**src/rtl/tsw_pkg.sv**
```systemverilog
package tsw_pkg;
  localparam logic [1:0] MODE_OFF  = 2'd0;
  localparam logic [1:0] MODE_IRQ  = 2'd1;
  localparam logic [1:0] MODE_ESC2 = 2'd2;
  localparam logic [1:0] MODE_FULL = 2'd3;

  localparam logic [1:0] STG_CORE = 2'd0;
  localparam logic [1:0] STG_MGMT = 2'd1;
  localparam logic [1:0] STG_RST  = 2'd2;

  localparam logic [31:0] PEND_ADDR  = 32'h0000_0200;
  localparam logic [31:0] ENCLR_ADDR = 32'h0000_0210;
  localparam logic [31:0] ENSET_ADDR = 32'h0000_0218;
  localparam logic [31:0] POKE_BASE  = 32'h0001_0000;

  typedef struct packed {
    logic cfg_hit;
    logic poke_hit;
    logic pend_hit;
    logic enclr_hit;
    logic enset_hit;
  } dec_t;
endpackage

```
**src/rtl/tsw_prescaler.sv**
```systemverilog
module tsw_prescaler #(
  parameter int DIV = 1024
) (
  input  logic clk_i,
  input  logic rst_ni,
  output logic tick_o
);
  localparam int PW = (DIV > 1) ? $clog2(DIV) : 1;
  localparam logic [PW-1:0] LAST = PW'(DIV - 1);

  logic [PW-1:0] pre_q;

  always_ff @(posedge clk_i or negedge rst_ni) begin
    if (!rst_ni)            pre_q <= '0;
    else if (pre_q == LAST) pre_q <= '0;
    else                    pre_q <= pre_q + 1'b1;
  end

  assign tick_o = (pre_q == LAST);
endmodule

```
**src/rtl/tsw_addr_dec.sv**
```systemverilog
module tsw_addr_dec
  import tsw_pkg::*;
#(
  parameter int N_TIMERS = 4,
  parameter int ADDR_W   = 17,
  parameter int IDX_W    = 2
) (
  input  logic [ADDR_W-1:0] addr_i,
  output dec_t              hit_o,
  output logic [IDX_W-1:0]  idx_o
);
  localparam logic [31:0] SPAN = 32'(N_TIMERS * 8);

  logic [31:0] a, poke_off;
  logic        aligned;

  assign a        = 32'(addr_i);
  assign poke_off = a - POKE_BASE;
  assign aligned  = (a[2:0] == 3'b000);

  always_comb begin
    hit_o           = '0;
    hit_o.cfg_hit   = aligned && (a < SPAN);
    hit_o.poke_hit  = aligned && (a >= POKE_BASE) && (a < POKE_BASE + SPAN);
    hit_o.pend_hit  = (a == PEND_ADDR);
    hit_o.enclr_hit = (a == ENCLR_ADDR);
    hit_o.enset_hit = (a == ENSET_ADDR);
  end

  assign idx_o = hit_o.cfg_hit ? a[3 +: IDX_W] : poke_off[3 +: IDX_W];

  logic unused_addr;
  assign unused_addr = ^{a, poke_off};
endmodule

```
**src/rtl/tsw_timer.sv**
```systemverilog
module tsw_timer
  import tsw_pkg::*;
#(
  parameter int LEN_W  = 16,
  parameter int ZERO_W = 8,
  parameter int CNT_W  = LEN_W + ZERO_W
) (
  input  logic             clk_i,
  input  logic             rst_ni,
  input  logic             tick_i,
  input  logic             cfg_we_i,
  input  logic [1:0]       cfg_mode_i,
  input  logic             cfg_mgmt_en_i,
  input  logic [LEN_W-1:0] cfg_len_i,
  input  logic             poke_i,
  output logic [1:0]       mode_o,
  output logic             mgmt_en_o,
  output logic [LEN_W-1:0] len_o,
  output logic [CNT_W-1:0] cnt_o,
  output logic             expire_o,
  output logic             pend_set_o,
  output logic             mgmt_o,
  output logic             rst_o
);
  logic [1:0]       mode_q, stage_q, top_stage, eff_stage;
  logic             mgmt_en_q, mgmt_q, rst_q;
  logic [LEN_W-1:0] len_q;
  logic [CNT_W-1:0] cnt_q, reload_cur, reload_new;

  assign reload_cur = {len_q, {ZERO_W{1'b0}}};
  assign reload_new = {cfg_len_i, {ZERO_W{1'b0}}};
  // deepest stage the mode permits; stage is clamped in case the mode was lowered
  assign top_stage  = mode_q - 2'd1;
  assign eff_stage  = (stage_q > top_stage) ? top_stage : stage_q;

  // bus writes win over a tick in the same cycle
  assign expire_o   = tick_i && (mode_q != MODE_OFF) && (cnt_q == '0) && !cfg_we_i && !poke_i;
  assign pend_set_o = expire_o && (eff_stage == STG_CORE);

  always_ff @(posedge clk_i or negedge rst_ni) begin
    if (!rst_ni) begin
      mode_q    <= MODE_OFF;
      mgmt_en_q <= 1'b0;
      len_q     <= '0;
      cnt_q     <= '0;
      stage_q   <= STG_CORE;
      mgmt_q    <= 1'b0;
      rst_q     <= 1'b0;
    end else if (cfg_we_i) begin
      mode_q    <= cfg_mode_i;
      mgmt_en_q <= cfg_mgmt_en_i;
      len_q     <= cfg_len_i;
      if (cfg_mode_i == MODE_OFF) begin
        stage_q <= STG_CORE;
      end else if (mode_q == MODE_OFF) begin
        cnt_q   <= reload_new;
        stage_q <= STG_CORE;
      end
      if (cfg_mode_i < MODE_ESC2) mgmt_q <= 1'b0;
    end else if (poke_i) begin
      cnt_q   <= reload_cur;
      stage_q <= STG_CORE;
      mgmt_q  <= 1'b0;
    end else if (tick_i && (mode_q != MODE_OFF)) begin
      if (cnt_q == '0) begin
        cnt_q <= reload_cur;
        if (eff_stage == STG_MGMT && mgmt_en_q) mgmt_q <= 1'b1;
        if (eff_stage == STG_RST) rst_q <= 1'b1;
        stage_q <= (eff_stage < top_stage) ? eff_stage + 2'd1 : eff_stage;
      end else begin
        cnt_q <= cnt_q - 1'b1;
      end
    end
  end

  assign mode_o    = mode_q;
  assign mgmt_en_o = mgmt_en_q;
  assign len_o     = len_q;
  assign cnt_o     = cnt_q;
  assign mgmt_o    = mgmt_q;
  assign rst_o     = rst_q;
endmodule

```
**src/rtl/tri_stage_wdog.sv**
```systemverilog
module tri_stage_wdog
  import tsw_pkg::*;
#(
  parameter int N_TIMERS = 4,
  parameter int PRESCALE = 1024,
  parameter int LEN_W    = 16,
  parameter int ZERO_W   = 8,
  parameter int ADDR_W   = 17,
  parameter int DATA_W   = 64
) (
  input  logic                clk_i,
  input  logic                rst_ni,
  input  logic                bus_req_i,
  input  logic                bus_we_i,
  input  logic [ADDR_W-1:0]   bus_addr_i,
  input  logic [DATA_W-1:0]   bus_wdata_i,
  output logic [DATA_W-1:0]   bus_rdata_o,
  output logic                irq_core_o,
  output logic [N_TIMERS-1:0] irq_mgmt_o,
  output logic                rst_req_o
);
  localparam int CNT_W   = LEN_W + ZERO_W;
  localparam int LEN_LSB = 4;
  localparam int CNT_LSB = LEN_LSB + LEN_W;
  localparam int IDX_W   = (N_TIMERS > 1) ? $clog2(N_TIMERS) : 1;

  logic                tick, wr;
  dec_t                hit;
  logic [IDX_W-1:0]    idx;
  logic [N_TIMERS-1:0] cfg_we, poke, expire, pend_set, rst_v, mgmt_en_v;
  logic [N_TIMERS-1:0][1:0]       mode_v;
  logic [N_TIMERS-1:0][LEN_W-1:0] len_v;
  logic [N_TIMERS-1:0][CNT_W-1:0] cnt_v;
  logic [N_TIMERS-1:0] pend_q, en_q, wmask, pend_clr, en_set, en_clr;

  assign wr    = bus_req_i && bus_we_i;
  assign wmask = bus_wdata_i[N_TIMERS-1:0];

  tsw_prescaler #(.DIV(PRESCALE)) i_pre (
    .clk_i  (clk_i),
    .rst_ni (rst_ni),
    .tick_o (tick)
  );

  tsw_addr_dec #(.N_TIMERS(N_TIMERS), .ADDR_W(ADDR_W), .IDX_W(IDX_W)) i_dec (
    .addr_i (bus_addr_i),
    .hit_o  (hit),
    .idx_o  (idx)
  );

  for (genvar i = 0; i < N_TIMERS; i++) begin : g_tmr
    assign cfg_we[i] = wr && hit.cfg_hit && (idx == IDX_W'(i));
    assign poke[i]   = wr && hit.poke_hit && (idx == IDX_W'(i)) && bus_wdata_i[0];

    tsw_timer #(.LEN_W(LEN_W), .ZERO_W(ZERO_W), .CNT_W(CNT_W)) i_tmr (
      .clk_i         (clk_i),
      .rst_ni        (rst_ni),
      .tick_i        (tick),
      .cfg_we_i      (cfg_we[i]),
      .cfg_mode_i    (bus_wdata_i[1:0]),
      .cfg_mgmt_en_i (bus_wdata_i[2]),
      .cfg_len_i     (bus_wdata_i[LEN_LSB +: LEN_W]),
      .poke_i        (poke[i]),
      .mode_o        (mode_v[i]),
      .mgmt_en_o     (mgmt_en_v[i]),
      .len_o         (len_v[i]),
      .cnt_o         (cnt_v[i]),
      .expire_o      (expire[i]),
      .pend_set_o    (pend_set[i]),
      .mgmt_o        (irq_mgmt_o[i]),
      .rst_o         (rst_v[i])
    );
  end

  assign pend_clr = (wr && hit.pend_hit)  ? wmask : '0;
  assign en_set   = (wr && hit.enset_hit) ? wmask : '0;
  assign en_clr   = (wr && hit.enclr_hit) ? wmask : '0;

  // a new expiry wins over a same-cycle clear
  always_ff @(posedge clk_i or negedge rst_ni) begin
    if (!rst_ni) begin
      pend_q <= '0;
      en_q   <= '0;
    end else begin
      pend_q <= (pend_q & ~pend_clr) | pend_set;
      en_q   <= (en_q | en_set) & ~en_clr;
    end
  end

  assign irq_core_o = |(pend_q & en_q);
  assign rst_req_o  = |rst_v;

  always_comb begin
    bus_rdata_o = '0;
    if (bus_req_i && !bus_we_i) begin
      if (hit.cfg_hit) begin
        bus_rdata_o[1:0]                = mode_v[idx];
        bus_rdata_o[2]                  = mgmt_en_v[idx];
        bus_rdata_o[LEN_LSB +: LEN_W]   = len_v[idx];
        bus_rdata_o[CNT_LSB +: CNT_W]   = cnt_v[idx];
      end else if (hit.pend_hit) begin
        bus_rdata_o[N_TIMERS-1:0] = pend_q;
      end else if (hit.enclr_hit || hit.enset_hit) begin
        bus_rdata_o[N_TIMERS-1:0] = en_q;
      end
    end
  end

  logic unused_dec;
  assign unused_dec = ^{expire, hit.poke_hit};
endmodule

```
**config.mk**
```make
export PLATFORM = sky130hd
export DESIGN_NAME = tri_stage_wdog
export DESIGN_NICKNAME = d
export VERILOG_FILES = /design/src/rtl/tsw_pkg.sv /design/src/rtl/tsw_prescaler.sv /design/src/rtl/tsw_addr_dec.sv /design/src/rtl/tsw_timer.sv /design/src/rtl/tri_stage_wdog.sv
export SDC_FILE = /design/constraint.sdc
export NUM_CORES = 1
export LEC_CHECK = 0
export BUFFER_PORTS_ARGS = -buffer_cell sky130_fd_sc_hd__buf_2
export CELL_PAD_IN_SITES_DETAIL_PLACEMENT = 0
export CELL_PAD_IN_SITES_GLOBAL_PLACEMENT = 1
export CORE_UTILIZATION = 27
export CTS_BUF_LIST = sky130_fd_sc_hd__clkbuf_8
export CTS_CLUSTER_SIZE = 24
export DETAILED_ROUTE_END_ITERATION = 7
export GPL_ROUTABILITY_DRIVEN = 0
export PLACE_DENSITY = 0.63
export SLEW_MARGIN = 5
export SYNTH_ARGS = -nofsm -noshare
export SYNTH_HDL_FRONTEND = slang
export SYNTH_SLANG_ARGS = --single-unit
```
**constraint.sdc**
```tcl
create_clock -name clk_i -period 5.05 [get_ports clk_i]
set_clock_uncertainty 0.2 [all_clocks]
set_input_delay 1.01 -clock clk_i [delete_from_list [all_inputs] [get_ports clk_i]]
set_output_delay 1.01 -clock clk_i [all_outputs]
set_load 0.1 [all_outputs]
```
==> implementation parameters <==
Parameter                              Value

GRT
  Wire length of the first global-routing pass    79,600 um
  Overall global routing resource usage    0.201
  Initial antenna violation count    1
  Maximum number of pins on one net before global-route repair    97
  Overflow after GRT    0
  Vias in the first global route    12.4k

Clocking
  TritonCTS buffer count    41
  Quantity of hold-fixing buffers added after cts    0
  Clock Latency Late Sink    0.58 ns
  Clock tree root driver cell    clkbuf_8
  Number of gates resized after CTS    0
  Clock tree from TritonCTS    yes
  Reg clk slew, reported paths    0.05 ns
  Number of buffers between clock root and the deepest sink    3
  H-tree Lvls    2
  Number of buffers inserted by post-CTS setup repair    0
  Number of sinks handled by clock tree synthesis    206

Placed design
  DP HPWL    40,500 um
  PortBufs    90

Setup path
  Kind of start point of the critical path    input port
  Reg2Reg Launch Point    g_tmr[0].i_tmr.cnt_o[10]
  Path type of the worst setup path    in -> out
  Worst setup path start    bus_addr_i[15]
  Critical register-to-register path endpoint    g_tmr[0].i_tmr.cnt_o[17]
  Arr. time, crit path    3.24 ns
  Worst reg2reg setup slack    1.41 ns
  Critical Path End    bus_rdata_o[10]
  Data required time of the critical path    3.84 ns
  Critical path's largest stage delay    0.59 ns
  Slowest cell on the critical path    nor4_1
  Highest net fanout along the worst path    30
  Sort of element at the end of the critical path    output pin
  Most prevalent standard cell on the critical path    buf_4
  Worst Reg-to-Reg Cells    6
  Critical path cell sequence    buf_2 -> nor4_1 -> and4_1 -> nor2b_2 -> buf_4 -> buf_4 -> and3_1 -> buf_12

Layout
  Number of antenna repair diodes    0
  Fraction of layout cells with a size suffix above 1    0.177
  Syn-to-layout area delta    19.8%
  Number of fillers in the final layout    5,157
  Final net count    1,786

Yosys
  Synth area leader    dfrtp_1
  Syn Area/Cell    8.85 sq um
  Adder-cell area share of the yosys netlist    0.0370
  Top post-synthesis cells by area    dfrtp_1, nand2_1, mux4_2
  Fraction of synthesized area in multiplexers    0.103
  Synthesized netlist cell count    1,568
  Warnings from Yosys    0
  Synth Area in Compound Gates    0.155
  Simple logic cell fraction of the synthesized area    0.243
  Fraction of synthesis flops using an asynchronous set or reset pin    1.00
  Post-synth design cell area    13,900 sq um
  FF+latch count, synth    206
  Portion of synthesized cell area occupied by the leading cell type    0.372
  Largest family of logic cells by synthesized area    simple AND/OR/NAND/NOR gates
  Most frequently used flop master after synthesis    dfrtp_1
  Sequential cell area fraction in the yosys report    0.372
  Number of synthesized flops with an enable pin    0
  Xor-xnor portion of the synthesized cell area    0.0379
  Post-synthesis cell type count    81

Route
  DR iter-0 viols    1,512
  Total routed wirelength    52,900 um
  Ratio of routed vias to standard cells    5.46
  Residual DRC count    0
  Number of iterations in the first detailed-routing pass    6
  Count of vias placed by the detailed router    12.9k
  Final ANT Viol Nets    0
  Wire length per cell    22.4 um

Floorplan
  Number of rows in the core area    82
  Starting Density    0.275
  Core Region    50,400 sq um
  DIE WIDTH    229 um
  Ports placed on the boundary    155
  Die Outline Area    52,300 sq um
  Chip Height    229 um

STA
  Unrepaired setup endpoints after global routing    no
  Maximum clock frequency    225 MHz
  TNS Setup    0 ns
  Min cycle time layout    4.45 ns
  Count of pins over their slew limit    0
  Final cycle utilization of the critical path    0.882
  Relative slew slack    0.239
  Worst-margin pin slew    1.13 ns
  Final-report setup violation count    0
  Final hold violations    0

Hold path
  Type of the worst min-delay path    in -> async

Power and ir drop
  Worst IR Drop VDD    0.000141 V
  Final Total Pwr    3.66 mW
  Pleak    7.48 nW
  PwrDens    220 nW/um^2

Job
  Number of max-cap violations    0

Run status
  Outcome    finished, final reports clean
flip-flops by register name, summed over array words and instances (netlist names):
signal,cells
g_tmr.i_tmr.mgmt_en_o,4
g_tmr.i_tmr.len_o,64
pend_q,4
g_tmr.i_tmr.mgmt_o,4
g_tmr.i_tmr.mode_o,8
g_tmr.i_tmr.stage_q,8
en_q,4
g_tmr.i_tmr.cnt_o,96
g_tmr.i_tmr.rst_o,4
i_pre.pre_q,10
cells by family (layout without fill, tap and decap cells):
group	Yosys count	after routing
DFF	206	206
other	1	20
muxes	86	86
buffers and inverters	159	260
AOI/OAI and AO/OA	325	325
and+or+nand+nor	690	690
xor gates and xnor gates	60	60
adders and majority gates	41	41
how the worst min path moves through the flow:
stage | startpoint | to | depth (start not counted)
detailed placement | g_tmr[0].i_tmr.rst_o | g_tmr[0].i_tmr.rst_o | 1
finish | rst_ni | g_tmr[1].i_tmr.cnt_o[9] | 1
CTS | g_tmr[0].i_tmr.rst_o | g_tmr[0].i_tmr.rst_o | 1
global placement | g_tmr[0].i_tmr.rst_o | g_tmr[0].i_tmr.rst_o | 1
floorplan | g_tmr[2].i_tmr.rst_o | g_tmr[2].i_tmr.rst_o | 1
global route | g_tmr[0].i_tmr.rst_o | g_tmr[0].i_tmr.rst_o | 1
where the power goes:
group / switching (mW) / total (mW) / internal, mW
combinational: 0.184 / 0.225 / 0.0410
clock: 0.786 / 1.79 / 0.999
sequential: 0.000241 / 1.65 / 1.65
cell usage in the layout, fill, tap and decap left out, drive strengths merged, types with 7 or more instances in the layout:
cell type,count
mux4,43
nand3,34
a22o,12
a22oi,14
o21ai,103
a21oi,49
o31ai,9
or3,18
o21a,8
mux2,26
xnor2,40
nand2b,8
or4,18
nand4,22
o22a,8
nor2b,18
conb,20
or2,8
and2,7
nor4,41
a21o,8
buf,141
o32ai,8
xor2,20
nor2,108
a31oi,28
nand2,274
clkbuf,54
mux2i,17
ha,41
dfrtp,206
and3,51
nor3,58
o211ai,14
inv,60
area by class of cell:
cell class                 count  area [sq um]  area share
sequential                   206          5150       0.310
multi-input combinational   1222          8110       0.488
timing repair buffer         141          1500      0.0904
clock buffer                  54           743      0.0447
clock inverter                17          97.6     0.00587
tap                          672           841      0.0506
inverter                      48           180      0.0108
synth_stat cells, drive strengths merged (20+ instances only):
cell type	count
a21oi	49
a31oi	28
and3	51
buf	42
clkbuf	69
dfrtp	206
ha	41
inv	48
mux2	26
mux4	43
nand2	274
nand3	34
nand4	22
nor2	108
nor3	58
nor4	41
o21ai	103
xnor2	40
xor2	20
stage by stage:
stage	instances	setup WS, ns	utilization	hold slack [ns]	area (sq um)
CTS	2360	0.600	0.330	0.269	16600
global route	2360	0.414	0.330	0.300	16600
detailed placement	2289	0.611	0.313	0.248	15800
floorplan	1587	0.0441	-	0.219	14000
finish	2360	0.597	0.330	0.233	16600
global placement	2289	0.658	0.313	0.243	15800
critical path, delay by kind of cell:
kind          cells  cell delay, ns
buf+inv           4            0.79
simple gates      4            1.43
metal layers:
layer | vias to the layer above | global-route usage | share of wire
met4 | 2 | 0.0577 | 0.026
li1 | 5877 | - | -
met5 | - | 0 | 0.00025
met3 | 86 | 0.0415 | 0.080
met1 | 6395 | 0.276 | 0.43
met2 | 525 | 0.317 | 0.46
No activity file was read; power rests on OpenSTA's default activity.
